==> config.mk <==
export PLATFORM = sky130hd
export DESIGN_NAME = irq_vector_ctrl
export DESIGN_NICKNAME = d
export VERILOG_FILES = /design/src/rtl/irq_vector_pkg.sv /design/src/rtl/irq_vector_dp.sv /design/src/rtl/irq_vector_seq.sv /design/src/rtl/irq_vector_ctrl.sv
export SDC_FILE = /design/constraint.sdc
export NUM_CORES = 1
export LEC_CHECK = 0
export ABC_CLOCK_PERIOD_IN_PS = 9400
export BUFFER_PORTS_ARGS = -buffer_cell sky130_fd_sc_hd__buf_2
export CORE_MARGIN = 5
export CORE_UTILIZATION = 25
export CTS_BUF_LIST = sky130_fd_sc_hd__clkbuf_4 sky130_fd_sc_hd__clkbuf_8 sky130_fd_sc_hd__clkbuf_16
export CTS_CLUSTER_SIZE = 40
export DETAILED_ROUTE_END_ITERATION = 8
export RECOVER_POWER = 50
export SYNTH_ARGS = -nofsm -noshare
export SYNTH_HDL_FRONTEND = slang
export SYNTH_SLANG_ARGS = --single-unit
export TNS_END_PERCENT = 10
==> constraint.sdc <==
create_clock -name clk -period 9.4 [get_ports clk]
set_input_delay 0.47 -clock clk [delete_from_list [all_inputs] [get_ports clk]]
set_output_delay 0.47 -clock clk [all_outputs]
set_load 0.01 [all_outputs]
==> src/rtl/irq_vector_pkg.sv <==
package irq_vector_pkg;
  localparam int SRC_N = 9;
  localparam int SRC_IDX_W = 4;
  localparam int MASK_W = SRC_N - 1;

  typedef struct packed {
    logic [SRC_N-1:0] ackHot;
    logic push;
    logic pop;
  } vecStrobe_t;
endpackage

==> src/rtl/irq_vector_dp.sv <==
module irq_vector_dp
  import irq_vector_pkg::*;
#(
  parameter int ASTAT_W = 8,
  parameter int MSTAT_W = 7,
  parameter int STACK_DEPTH = 9
) (
  input  logic               clk,
  input  logic               rstN,
  input  logic [2:0]         irqN,
  input  logic [6:0]         periphEvt,
  input  logic               altPins,
  input  logic               maskWe,
  input  logic [MASK_W-1:0]  maskWdata,
  input  logic               ctrlWe,
  input  logic [4:0]         ctrlWdata,
  input  logic               mstatWe,
  input  logic [MSTAT_W-1:0] mstatWdata,
  input  logic               fcWe,
  input  logic [MASK_W-1:0]  fcForce,
  input  logic [MASK_W-1:0]  fcClear,
  input  logic [ASTAT_W-1:0] astatIn,
  input  vecStrobe_t         strobe,
  output logic [SRC_N-1:0]   reqVec,
  output logic [MASK_W-1:0]  maskQ,
  output logic               nestMode,
  output logic [MSTAT_W-1:0] mstatQ,
  output logic               popValid,
  output logic [ASTAT_W-1:0] popAstat,
  output logic               ovfErr,
  output logic               unfErr
);
  localparam int CNT_W = $clog2(STACK_DEPTH + 1);
  localparam int PTR_W = (STACK_DEPTH > 1) ? $clog2(STACK_DEPTH) : 1;
  localparam int ENT_W = ASTAT_W + MSTAT_W + MASK_W;

  logic [4:0] ctrlQ;
  logic [2:0] prevN;
  logic [2:0] fallN;
  logic [2:0] edgeMode;
  logic       startQ;

  assign edgeMode = ctrlQ[2:0];
  assign nestMode = ctrlQ[4];
  assign fallN    = prevN & ~irqN;

  always_ff @(posedge clk or negedge rstN) begin
    if (!rstN) begin
      prevN  <= 3'b111;
      ctrlQ  <= '0;
      startQ <= 1'b1;
    end else begin
      prevN <= irqN;
      if (ctrlWe) ctrlQ <= ctrlWdata;
      if (strobe.ackHot[0]) startQ <= 1'b0;
    end
  end

  assign reqVec[0] = startQ;

  // per-source detection stage
  for (genvar i = 1; i < SRC_N; i++) begin : g_src
    localparam bit IS_HOST   = (i == 2) || (i == 3);
    localparam bit MAYBE_PIN = (i == 1) || (i == 6) || (i == 7);
    localparam int PIN       = (i == 1) ? 2 : ((i == 6) ? 1 : 0);
    logic evtHit, onPin, isLevel, softOk, setHit, clrHit, q;

    if (i == 1) begin : g_noevt
      assign evtHit = 1'b0;
    end else begin : g_evt
      assign evtHit = periphEvt[i-2];
    end

    if (i == 1) begin : g_fixpin
      assign onPin = 1'b1;
    end else if (MAYBE_PIN) begin : g_altpin
      assign onPin = altPins;
    end else begin : g_nopin
      assign onPin = 1'b0;
    end

    assign isLevel = onPin & ~edgeMode[PIN];
    assign softOk  = !IS_HOST && !isLevel;
    assign setHit  = (onPin ? fallN[PIN] : evtHit) | (fcWe & fcForce[i-1] & softOk);
    assign clrHit  = strobe.ackHot[i] | (fcWe & fcClear[i-1] & softOk);

    always_ff @(posedge clk or negedge rstN) begin
      if (!rstN)        q <= 1'b0;
      else if (isLevel) q <= 1'b0;
      else if (setHit)  q <= 1'b1;
      else if (clrHit)  q <= 1'b0;
    end

    assign reqVec[i] = isLevel ? ~irqN[PIN] : q;
  end

  // status stack
  logic [CNT_W-1:0] sp;
  logic [ENT_W-1:0] stackMem [STACK_DEPTH];
  logic             roomLeft, doPush, doPop;
  logic [ENT_W-1:0] topEnt;

  assign roomLeft = (sp != CNT_W'(STACK_DEPTH));
  assign doPush   = strobe.push && roomLeft;
  assign doPop    = strobe.pop && (sp != '0);
  assign topEnt   = stackMem[PTR_W'(sp - 1'b1)];

  always_ff @(posedge clk) begin
    if (doPush) stackMem[PTR_W'(sp)] <= {astatIn, mstatQ, maskQ};
  end

  always_ff @(posedge clk or negedge rstN) begin
    if (!rstN) begin
      sp       <= '0;
      maskQ    <= '0;
      mstatQ   <= '0;
      popValid <= 1'b0;
      popAstat <= '0;
      ovfErr   <= 1'b0;
      unfErr   <= 1'b0;
    end else begin
      popValid <= doPop;
      if (doPush) sp <= sp + 1'b1;
      if (doPop) begin
        sp       <= sp - 1'b1;
        popAstat <= topEnt[ENT_W-1 -: ASTAT_W];
        mstatQ   <= topEnt[MASK_W +: MSTAT_W];
        maskQ    <= topEnt[MASK_W-1:0];
      end else begin
        if (maskWe)  maskQ  <= maskWdata;
        if (mstatWe) mstatQ <= mstatWdata;
      end
      if (strobe.push && !roomLeft) ovfErr <= 1'b1;
      if (strobe.pop && sp == '0)   unfErr <= 1'b1;
    end
  end


  ovf_sticky_chk: assert property (@(posedge clk) disable iff (!rstN)
    ovfErr |=> ovfErr);


  full_push_chk: assert property (@(posedge clk) disable iff (!rstN)
    (strobe.push && sp == CNT_W'(STACK_DEPTH)) |=> (ovfErr && $stable(sp)));


  pop_ready_chk: assert property (@(posedge clk) disable iff (!rstN)
    (strobe.pop && sp != '0) |=> popValid);
endmodule

==> src/rtl/irq_vector_seq.sv <==
module irq_vector_seq
  import irq_vector_pkg::*;
#(
  parameter int ADDR_W = 14,
  parameter int VEC_STRIDE = 4
) (
  input  logic              clk,
  input  logic              rstN,
  input  logic [SRC_N-1:0]  reqVec,
  input  logic [MASK_W-1:0] maskIn,
  input  logic              nestMode,
  input  logic              ack,
  input  logic              rti,
  output vecStrobe_t        strobe,
  output logic              irqValid,
  output logic [ADDR_W-1:0] vecAddr
);
  logic [SRC_N-1:0]     activeQ;
  logic [SRC_N-1:0]     elig;
  logic [SRC_N-1:0]     lowBit;
  logic [SRC_IDX_W-1:0] selIdx;
  logic                 anyElig;
  logic                 ackFire;

  always_comb begin
    logic seenAct;
    seenAct = 1'b0;
    elig    = '0;
    elig[0] = reqVec[0];
    for (int i = 1; i < SRC_N; i++) begin
      seenAct = seenAct | activeQ[i];
      elig[i] = reqVec[i] & maskIn[i-1] & (nestMode ? !seenAct : !(|activeQ));
    end
  end

  always_comb begin
    selIdx  = '0;
    anyElig = 1'b0;
    for (int i = SRC_N - 1; i >= 0; i--) begin
      if (elig[i]) begin
        selIdx  = SRC_IDX_W'(i);
        anyElig = 1'b1;
      end
    end
  end

  assign irqValid = anyElig;
  assign vecAddr  = anyElig ? ADDR_W'(32'(selIdx) * VEC_STRIDE) : '0;
  assign ackFire  = ack && !rti && anyElig;

  always_comb begin
    strobe        = '0;
    strobe.pop    = rti;
    strobe.push   = ackFire && (selIdx != '0);
    if (ackFire) strobe.ackHot[selIdx] = 1'b1;
  end

  assign lowBit = activeQ & (~activeQ + 1'b1);

  always_ff @(posedge clk or negedge rstN) begin
    if (!rstN)        activeQ <= '0;
    else if (rti)     activeQ <= activeQ & ~lowBit;
    else if (ackFire) activeQ <= activeQ | (strobe.ackHot & ~SRC_N'(1));
  end


  seq_gate_chk: assert property (@(posedge clk) disable iff (!rstN)
    (!nestMode && (|activeQ)) |-> (!irqValid || selIdx == '0));


  mask_honor_chk: assert property (@(posedge clk) disable iff (!rstN)
    (irqValid && selIdx != '0) |-> maskIn[selIdx - 1'b1]);
endmodule

==> src/rtl/irq_vector_ctrl.sv <==
module irq_vector_ctrl
  import irq_vector_pkg::*;
#(
  parameter int ADDR_W = 14,
  parameter int VEC_STRIDE = 4,
  parameter int ASTAT_W = 8,
  parameter int MSTAT_W = 7,
  parameter int STACK_DEPTH = 9
) (
  input  logic               clk,
  input  logic               rstN,
  input  logic [2:0]         irqN,
  input  logic [6:0]         periphEvt,
  input  logic               altPins,
  input  logic               maskWe,
  input  logic [MASK_W-1:0]  maskWdata,
  input  logic               ctrlWe,
  input  logic [4:0]         ctrlWdata,
  input  logic               mstatWe,
  input  logic [MSTAT_W-1:0] mstatWdata,
  input  logic               fcWe,
  input  logic [MASK_W-1:0]  fcForce,
  input  logic [MASK_W-1:0]  fcClear,
  input  logic [ASTAT_W-1:0] astatIn,
  input  logic               ack,
  input  logic               rti,
  output logic               irqValid,
  output logic [ADDR_W-1:0]  vecAddr,
  output logic [MASK_W-1:0]  maskOut,
  output logic [MSTAT_W-1:0] mstatOut,
  output logic               popValid,
  output logic [ASTAT_W-1:0] popAstat,
  output logic               ovfErr,
  output logic               unfErr
);
  vecStrobe_t       strobe;
  logic [SRC_N-1:0] reqVec;
  logic             nestMode;

  irq_vector_dp #(
    .ASTAT_W(ASTAT_W), .MSTAT_W(MSTAT_W), .STACK_DEPTH(STACK_DEPTH)
  ) u_dp (
    .clk(clk), .rstN(rstN), .irqN(irqN), .periphEvt(periphEvt), .altPins(altPins),
    .maskWe(maskWe), .maskWdata(maskWdata), .ctrlWe(ctrlWe), .ctrlWdata(ctrlWdata),
    .mstatWe(mstatWe), .mstatWdata(mstatWdata), .fcWe(fcWe), .fcForce(fcForce),
    .fcClear(fcClear), .astatIn(astatIn), .strobe(strobe), .reqVec(reqVec),
    .maskQ(maskOut), .nestMode(nestMode), .mstatQ(mstatOut), .popValid(popValid),
    .popAstat(popAstat), .ovfErr(ovfErr), .unfErr(unfErr)
  );

  irq_vector_seq #(
    .ADDR_W(ADDR_W), .VEC_STRIDE(VEC_STRIDE)
  ) u_seq (
    .clk(clk), .rstN(rstN), .reqVec(reqVec), .maskIn(maskOut), .nestMode(nestMode),
    .ack(ack), .rti(rti), .strobe(strobe), .irqValid(irqValid), .vecAddr(vecAddr)
  );
endmodule

## Word-level counts from Yosys, hierarchy flattened

Memory sizes are Yosys's and may differ from the RTL's.
Index checks and enable logic that the tools add are counted.

| cells by class | value |
|---|---|
| equal/unequal tests | 2 |
| add/subtract/negate cells | 3 |
| multiplexer cells | 64 |
| bitwise gates (word level) | 67 |
| reductions and logical operators | 36 |
| $lt $le $gt $ge | 2 |

Operators with widths:

| cell | count |
|---|---|
| $mux 1 | 44 |
| $mux 4 | 11 |
| $and 1x1->1 | 36 |
| $mux 9 | 3 |
| $or 1x1->1 | 19 |
| $and 9x9->9 | 2 |
| $not 9->9 | 2 |
| $reduce_bool 2->1 | 9 |
| $mux 8 | 2 |
| $mux 7 | 2 |
| $logic_not 1->1 | 13 |
| $add 9x1->9 const B | 1 |
| $or 9x9->9 | 1 |
| $reduce_or 9->1 | 1 |
| $logic_and 1x1->1 | 8 |
| $reduce_bool 4->1 | 2 |
| $mux 6 | 1 |
| $reduce_bool 3->1 | 2 |
| $lt 4x5->1 const B | 1 |
| $not 1->1 | 5 |
| $add 4x1->4 const B | 1 |
| $demux 1 s4 | 1 |
| $ge 4x1->1 const B | 1 |
| $logic_not 4->1 | 1 |
| 5 further kinds | 5 |

| storage, ports and cells | value |
|---|---|
| memories kept | 1 |
| word-level logic and storage cells | 194 |
| memory bits (writable) | 207 |
| bits in registers | 56 |
| input port bits | 63 |

Memory list:

| name | depth | width | read ports | clocked after memory_dff | wr ports | RTL line | RTL |
|---|---|---|---|---|---|---|---|
| u_dp.stackMem | 9 | 23 | 1 | 0 | 1 | irq_vector_dp.sv:99 | `logic [ENT_W-1:0] stackMem [STACK_DEPTH];` |

## Longest topological paths before layout

| logic depth | value |
|---|---|
| word-level depth | 28 |
| depth in mapped cells | 12 |
| mapped depth without buffers | 8 |

## Modules after synthesis

From an unflattened synthesis, not the netlist that was laid out.

| unflattened totals | value |
|---|---|
| cells, all modules | 631 |
| area, all modules | 10,913.0 um^2 |

Modules (own cells, without submodules):

| module | area each (um^2) | seq. area each (um^2) | times used | cells each |
|---|---|---|---|---|
| irq_vector_dp | 10,089.7 | 7,372.1 | 1 | 530 |
| irq_vector_seq | 823.3 | 200.2 | 1 | 101 |

## Worst setup path before layout

OpenSTA, ideal clock, no wires.

| timing | value |
|---|---|
| path kind | reg2reg |
| start | reg u_seq.activeQ[1] |
| end | mem u_dp.stackMem[8][0] (netlist name) (enable) |
| path slack | 5.597 ns |
| clock period less this slack | 3.803 ns |
| required time | 8.968 ns |
| data arrival time | 3.371 ns |
| cell stages (with the launch flop) | 7 |
| path buffers | 0 |
| setup time | 0.432 ns |
| cell sequence | dfrtp_1 -> or3_4 -> or4_4 -> a21oi_2 -> nor4_4 -> nand2b_4 -> nor3_1 |

| on the way | value |
|---|---|
| word-level cells in the longest chain between the ends | 24 |
| elaborated cells between the ends (all ways) | 57 |

Ends and longest elaborated chain:

| item | RTL line | RTL |
|---|---|---|
| start: declaration | irq_vector_seq.sv:18 | `logic [SRC_N-1:0] activeQ;` |
| start signal: assignment | irq_vector_seq.sv:62 | `else if (rti) activeQ <= activeQ & ~lowBit;` |
| start signal: assignment | irq_vector_seq.sv:63 | `else if (ackFire) activeQ <= activeQ \| (strobe.ackHot & ~SRC_N'(1));` |
| $or 1x1->1 (7 in a row) | irq_vector_seq.sv:31 | `seenAct = seenAct \| activeQ[i];` |
| $logic_not 1->1 | irq_vector_seq.sv:32 | `elig[i] = reqVec[i] & maskIn[i-1] & (nestMode ? !seenAct : !(\|activeQ));` |
| $mux 1 | irq_vector_seq.sv:32 |  |
| $and 1x1->1 | irq_vector_seq.sv:32 |  |
| $mux 4 / $mux 1 (equally long branches) (9 in a row) | irq_vector_seq.sv:40 | `if (elig[i]) begin` |
| $reduce_bool 4->1 / $logic_and 1x1->1 (equally long branches) | irq_vector_seq.sv:54, irq_vector_seq.sv:49 |  |
| $logic_and 1x1->1 (*) | irq_vector_seq.sv:54 | `strobe.push = ackFire && (selIdx != '0);` |
| $logic_and 1x1->1 (*) | irq_vector_dp.sv:104 | `assign doPush = strobe.push && roomLeft;` |
| $mux 1 (*) | irq_vector_dp.sv:109 | `if (doPush) stackMem[PTR_W'(sp)] <= {astatIn, mstatQ, maskQ};` |
| $mux 1 (implied by the code) (*) | irq_vector_dp.sv:109 |  |
| end: declaration | irq_vector_dp.sv:99 |  |

Every way passes the cells marked *; elsewhere a longest branch is shown, timed or not.

## Final worst setup path

| timing | value |
|---|---|
| start | reg u_seq.activeQ[1] |
| end | mem u_dp.stackMem[2][1] (netlist name) (enable) |

The elaborated chain is that of the path after synthesis.

==> metrics list <==
* Unique masters post-synth: 69
* WP data required: between 9000 and 10,000 ps
* Highest net fanout along the worst path: 16
- The first global-routing pass estimated ~38 mm of wire.
- sky130_fd_sc_hd__edfxtp_1 takes more of the synthesized area than any other cell.
* Final critical-path setup slack: 5760 ps
- Number of antenna violations at the first check in global routing: 1
- Number of endpoints with negative hold slack in the final report: 0
* Reg power frac: 0.398
- On the final layout, the worst clock skew is approximately 13 ps.
* Count of maximum capacitance violations: 1
- The core region is 0.0428 mm^2.
- For this run, the top clock speed supported by timing is about 270 MHz.
* Vias/cell: 4.57
* Post-Syn Area per Cell: about 17 um^2
- Counting flops with an async set or reset pin after synthesis yields a share of 0.207.
* Die area: 0.0472 mm^2
- The floorplan step set the die height to 217 um.
- In the final layout, the share of cells above drive strength 1 is 0.272.
- By startpoint and endpoint, the worst setup path is classified as reg2reg.
* Least-Margin Pin Slew: 3610 ps
- Tcrit/Tclk final: 0.387
- Total grt overflow: 0
* Final count of negative-setup-slack endpoints: 0
- Total power divided by cell area: roughly 330 mW/mm^2
- For flop-to-flop paths, the worst setup slack is 5760 ps.
* Number of gates resized after cts: 0
- WHS Path Cells: 1
- List of most frequent post-synthesis cells: 207 x sky130_fd_sc_hd__edfxtp_1, 50 x sky130_fd_sc_hd__dfrtp_1, 46 x sky130_fd_sc_hd__mux4_2, 37 x sky130_fd_sc_hd__mux2i_1, 37 x sky130_fd_sc_hd__nand2_1
- Max-slew violation count: 55
- The analysis attributes to net switching a power of around 1.4 mW.
* Flip-flop and latch count after synthesis: 261
- Counting the buffers created by CTS gives 28.
* Number of warnings printed during yosys synthesis: 0
* Hold Crit Class: in2reg
- Area share of the largest cell type after synthesis: 0.579
* Sort of element at the end of the critical path: register
* Worst slack at placement: 5750 ps
* Cell chosen for the clock root: sky130_fd_sc_hd__clkbuf_16
- Entering global routing, the biggest net connects 55 pins.
- Result of the run: complete, but fails checks
* Unrepaired setup endpoints after global routing: no
- Mapped Area: about 0.011 mm^2
- The count of nets left with antenna violations once routing finished came out at 0.
* Seq. cell area: between 0.007 and 0.008 mm^2
- CTS built an H-tree with a depth of 1.
- Global Route Usage Sum: 0.102
* DR pass1 iterations: 5
- Hold path start: irqN[2]
* Total via count after detailed routing: 5,910
- Counting flops with a built-in enable in the synthesized netlist gives 207.
* Clock tree from TritonCTS: done
- The first routing iteration left 466 violations.
* Maximum number of buffers from clock root to sink: 3
- After detailed routing, the total wire length is 24.5 mm.
* Sum of negative setup slack: 0 ps
* Initial core utilization: 0.251
- Count of buffers from port buffering: 88
- The startpoint identified for the worst register-to-register timing path is u_seq.activeQ[1].
* Site Rows: 76
* Top post-synthesis cells by area: sky130_fd_sc_hd__edfxtp_1 58%, sky130_fd_sc_hd__dfrtp_1 12%, sky130_fd_sc_hd__mux4_2 9.6%, sky130_fd_sc_hd__mux2i_1 3.4%, sky130_fd_sc_hd__nand2_1 1.3%
- The worst setup path is launched from a register.
- Number of inserted diodes: 0
- Total I/O pin count: 104
- Endpoint of the worst hold path: u_dp.prevN[2]
- After clock tree synthesis, the clock-pin slew on the worst setup and hold paths is 60 ps.
- Hold buffers post-CTS: 0
- Area growth syn-to-layout: 18.5%
* Minimum clock period after layout: 3640 ps
* Clock network fraction of total power: 0.250
- Fill count: between 4,000 and 5,000
- The endpoint identified for the worst register-to-register timing path is u_dp.stackMem[2][1].
- Die X: around 220 um
- Of the total power, combinational logic draws 0.352.
- Leak Pwr: 4.47 nW
- Hold timing on the final database bottoms out at a slack of just over 60 ps.
- The clock drives about 260 sinks.
- Cell internal power was estimated by the tool at 2.75 mW.
* RD Place Congestion: 0.789
- The wire-length estimate of the detail-placed layout is 14.9 mm.
* Most used standard cell by instance count after synthesis: sky130_fd_sc_hd__edfxtp_1
* Violations in the final reports: max-capacitance violations, max-slew violations
- Area occupied by multi-input gates: 0.00302 mm^2
- Of the total power, the share spent switching nets is 0.345.
* Most frequently used flop master after synthesis: sky130_fd_sc_hd__edfxtp_1
* Via count of the first global-routing pass: 6,235
* Sequential cell area fraction in the yosys report: 0.705
- Buffers added to address setup during post-CTS repair amount to 0.
- Worst vdd rail ir drop: between 0.00015 and 0.0002 V
* Number of instances in the synthesized netlist: approximately 620
- Post-DR wirelength/cell: 19.0 um
- At the end of the flow, the number of nets in the layout was just under 800.
- Clk_lat worst skew: roughly 520 ps
- Measured in cells, the most critical reg-to-reg path has a length of 7.
- After detailed routing, the number of remaining DRC violations is 0.
- For the worst setup path, the data arrival time is 3820 ps.
* Relative slew margins: -1.41
-- cells by family (layout without fill, tap and decap cells) --
| group | after synthesis | count (layout) | share of synthesized area |
|---|---|---|---|
| muxes | 87 | 87 | 0.135 |
| DFF | 261 | 261 | 0.705 |
| xor gates and xnor gates | 3 | 3 | 0.00245 |
| adders and majority gates | 4 | 4 | 0.00466 |
| and+or+nand+nor | 126 | 126 | 0.0703 |
| buffers and inverters | 49 | 162 | 0.0212 |
| other | 1 | 10 | 0.000349 |
| AOI/OAI and AO/OA | 93 | 93 | 0.0606 |
-- registers in the layout (all words and copies together) (netlist names) --
| name | cells |
|---|---|
| u_dp.sp | 4 |
| u_dp.ctrlQ | 4 |
| u_dp.prevN | 3 |
| u_dp.popValid | 1 |
| u_dp.popAstat | 8 |
| u_dp.g_src.q | 8 |
| u_dp.maskQ | 8 |
| u_dp.unfErr | 1 |
| u_dp.mstatQ | 7 |
| u_dp.startQ | 1 |
| u_dp.stackMem | 207 |
| u_seq.activeQ | 8 |
| u_dp.ovfErr | 1 |
-- how the worst max path moves through the flow --
stage | startpoint | to | slack, ps
4_1_cts | u_seq.activeQ[1] | u_dp.stackMem[0][7] | 5740
2_1_floorplan | u_seq.activeQ[1] | u_dp.stackMem[8][0] | 5600
3_5_place_dp | u_seq.activeQ[1] | u_dp.stackMem[0][13] | 5750
3_3_place_gp | u_seq.activeQ[1] | u_dp.stackMem[2][5] | 5810
6_report | u_seq.activeQ[1] | u_dp.stackMem[2][1] | 5760
5_1_grt | rstN | u_dp.sp[0] | 4950
-- power groups by stage --
stage,Sequential [mW],Combinational [mW],Clock [mW]
2_1_floorplan,1.63,1.07,0
3_3_place_gp,1.69,1.49,0
3_5_place_dp,1.69,1.51,0
4_1_cts,1.67,1.51,1.07
5_1_grt,1.70,1.63,1.12
6_report,1.67,1.48,1.05
-- critical path, cell delays in order, from the launching register on --
cell	delay (ps)
sky130_fd_sc_hd__dfrtp_1	460
sky130_fd_sc_hd__nor4_2	620
sky130_fd_sc_hd__a22oi_1	250
sky130_fd_sc_hd__o2bb2ai_1	430
sky130_fd_sc_hd__nor4_4	120
sky130_fd_sc_hd__nand2b_4	230
sky130_fd_sc_hd__nor4b_4	700
sky130_fd_sc_hd__buf_4	460
-- cell type report --
class	count	area share
inverter	9	0.00266
clock buffer	41	0.0641
timing repair buffer	102	0.0409
tap	546	0.0537
sequential	261	0.595
clock inverter	10	0.00561
multi-input combinational	323	0.238
-- layer usage --
metal | track usage | wire (um) | vias up
li1 | - | - | 2693
met1 | 0.145 | 11300 | 3029
met2 | 0.166 | 11500 | 162
met3 | 0.0204 | 1410 | 24
met4 | 0.0173 | 258 | 2
met5 | 0 | 20 | -
-- metrics by stage --
stage	instance area [um^2]	util	instances	power, mW
finish	12700	0.297	1292	4.19
global route	12700	0.297	1292	4.45
CTS	12700	0.298	1292	4.26
detailed placement	11900	0.277	1241	3.20
global placement	11900	0.277	1241	3.18
floorplan	10800	-	633	2.70
-- cells in the final DEF (no fill, tap or decap), drive strengths merged, types with 3 or more instances in the layout --
cell / instances
nor4: 4
o211ai: 4
nand2b: 7
nor2b: 5
mux2: 4
a21o: 5
nor3: 3
inv: 10
buf: 84
a21boi: 3
o31ai: 3
ha: 4
o21ai: 22
nand3b: 5
nor2: 19
dfrtp: 50
edfxtp: 207
mux4: 46
and2: 5
or3: 3
o221ai: 15
nor4b: 7
nand2: 37
o2111ai: 3
conb: 10
dfstp: 4
clkbuf: 59
nand4: 3
clkinv: 8
a31oi: 4
a21oi: 17
mux2i: 37
nand3: 19
Note: power is estimated with default switching activity, not from simulation.
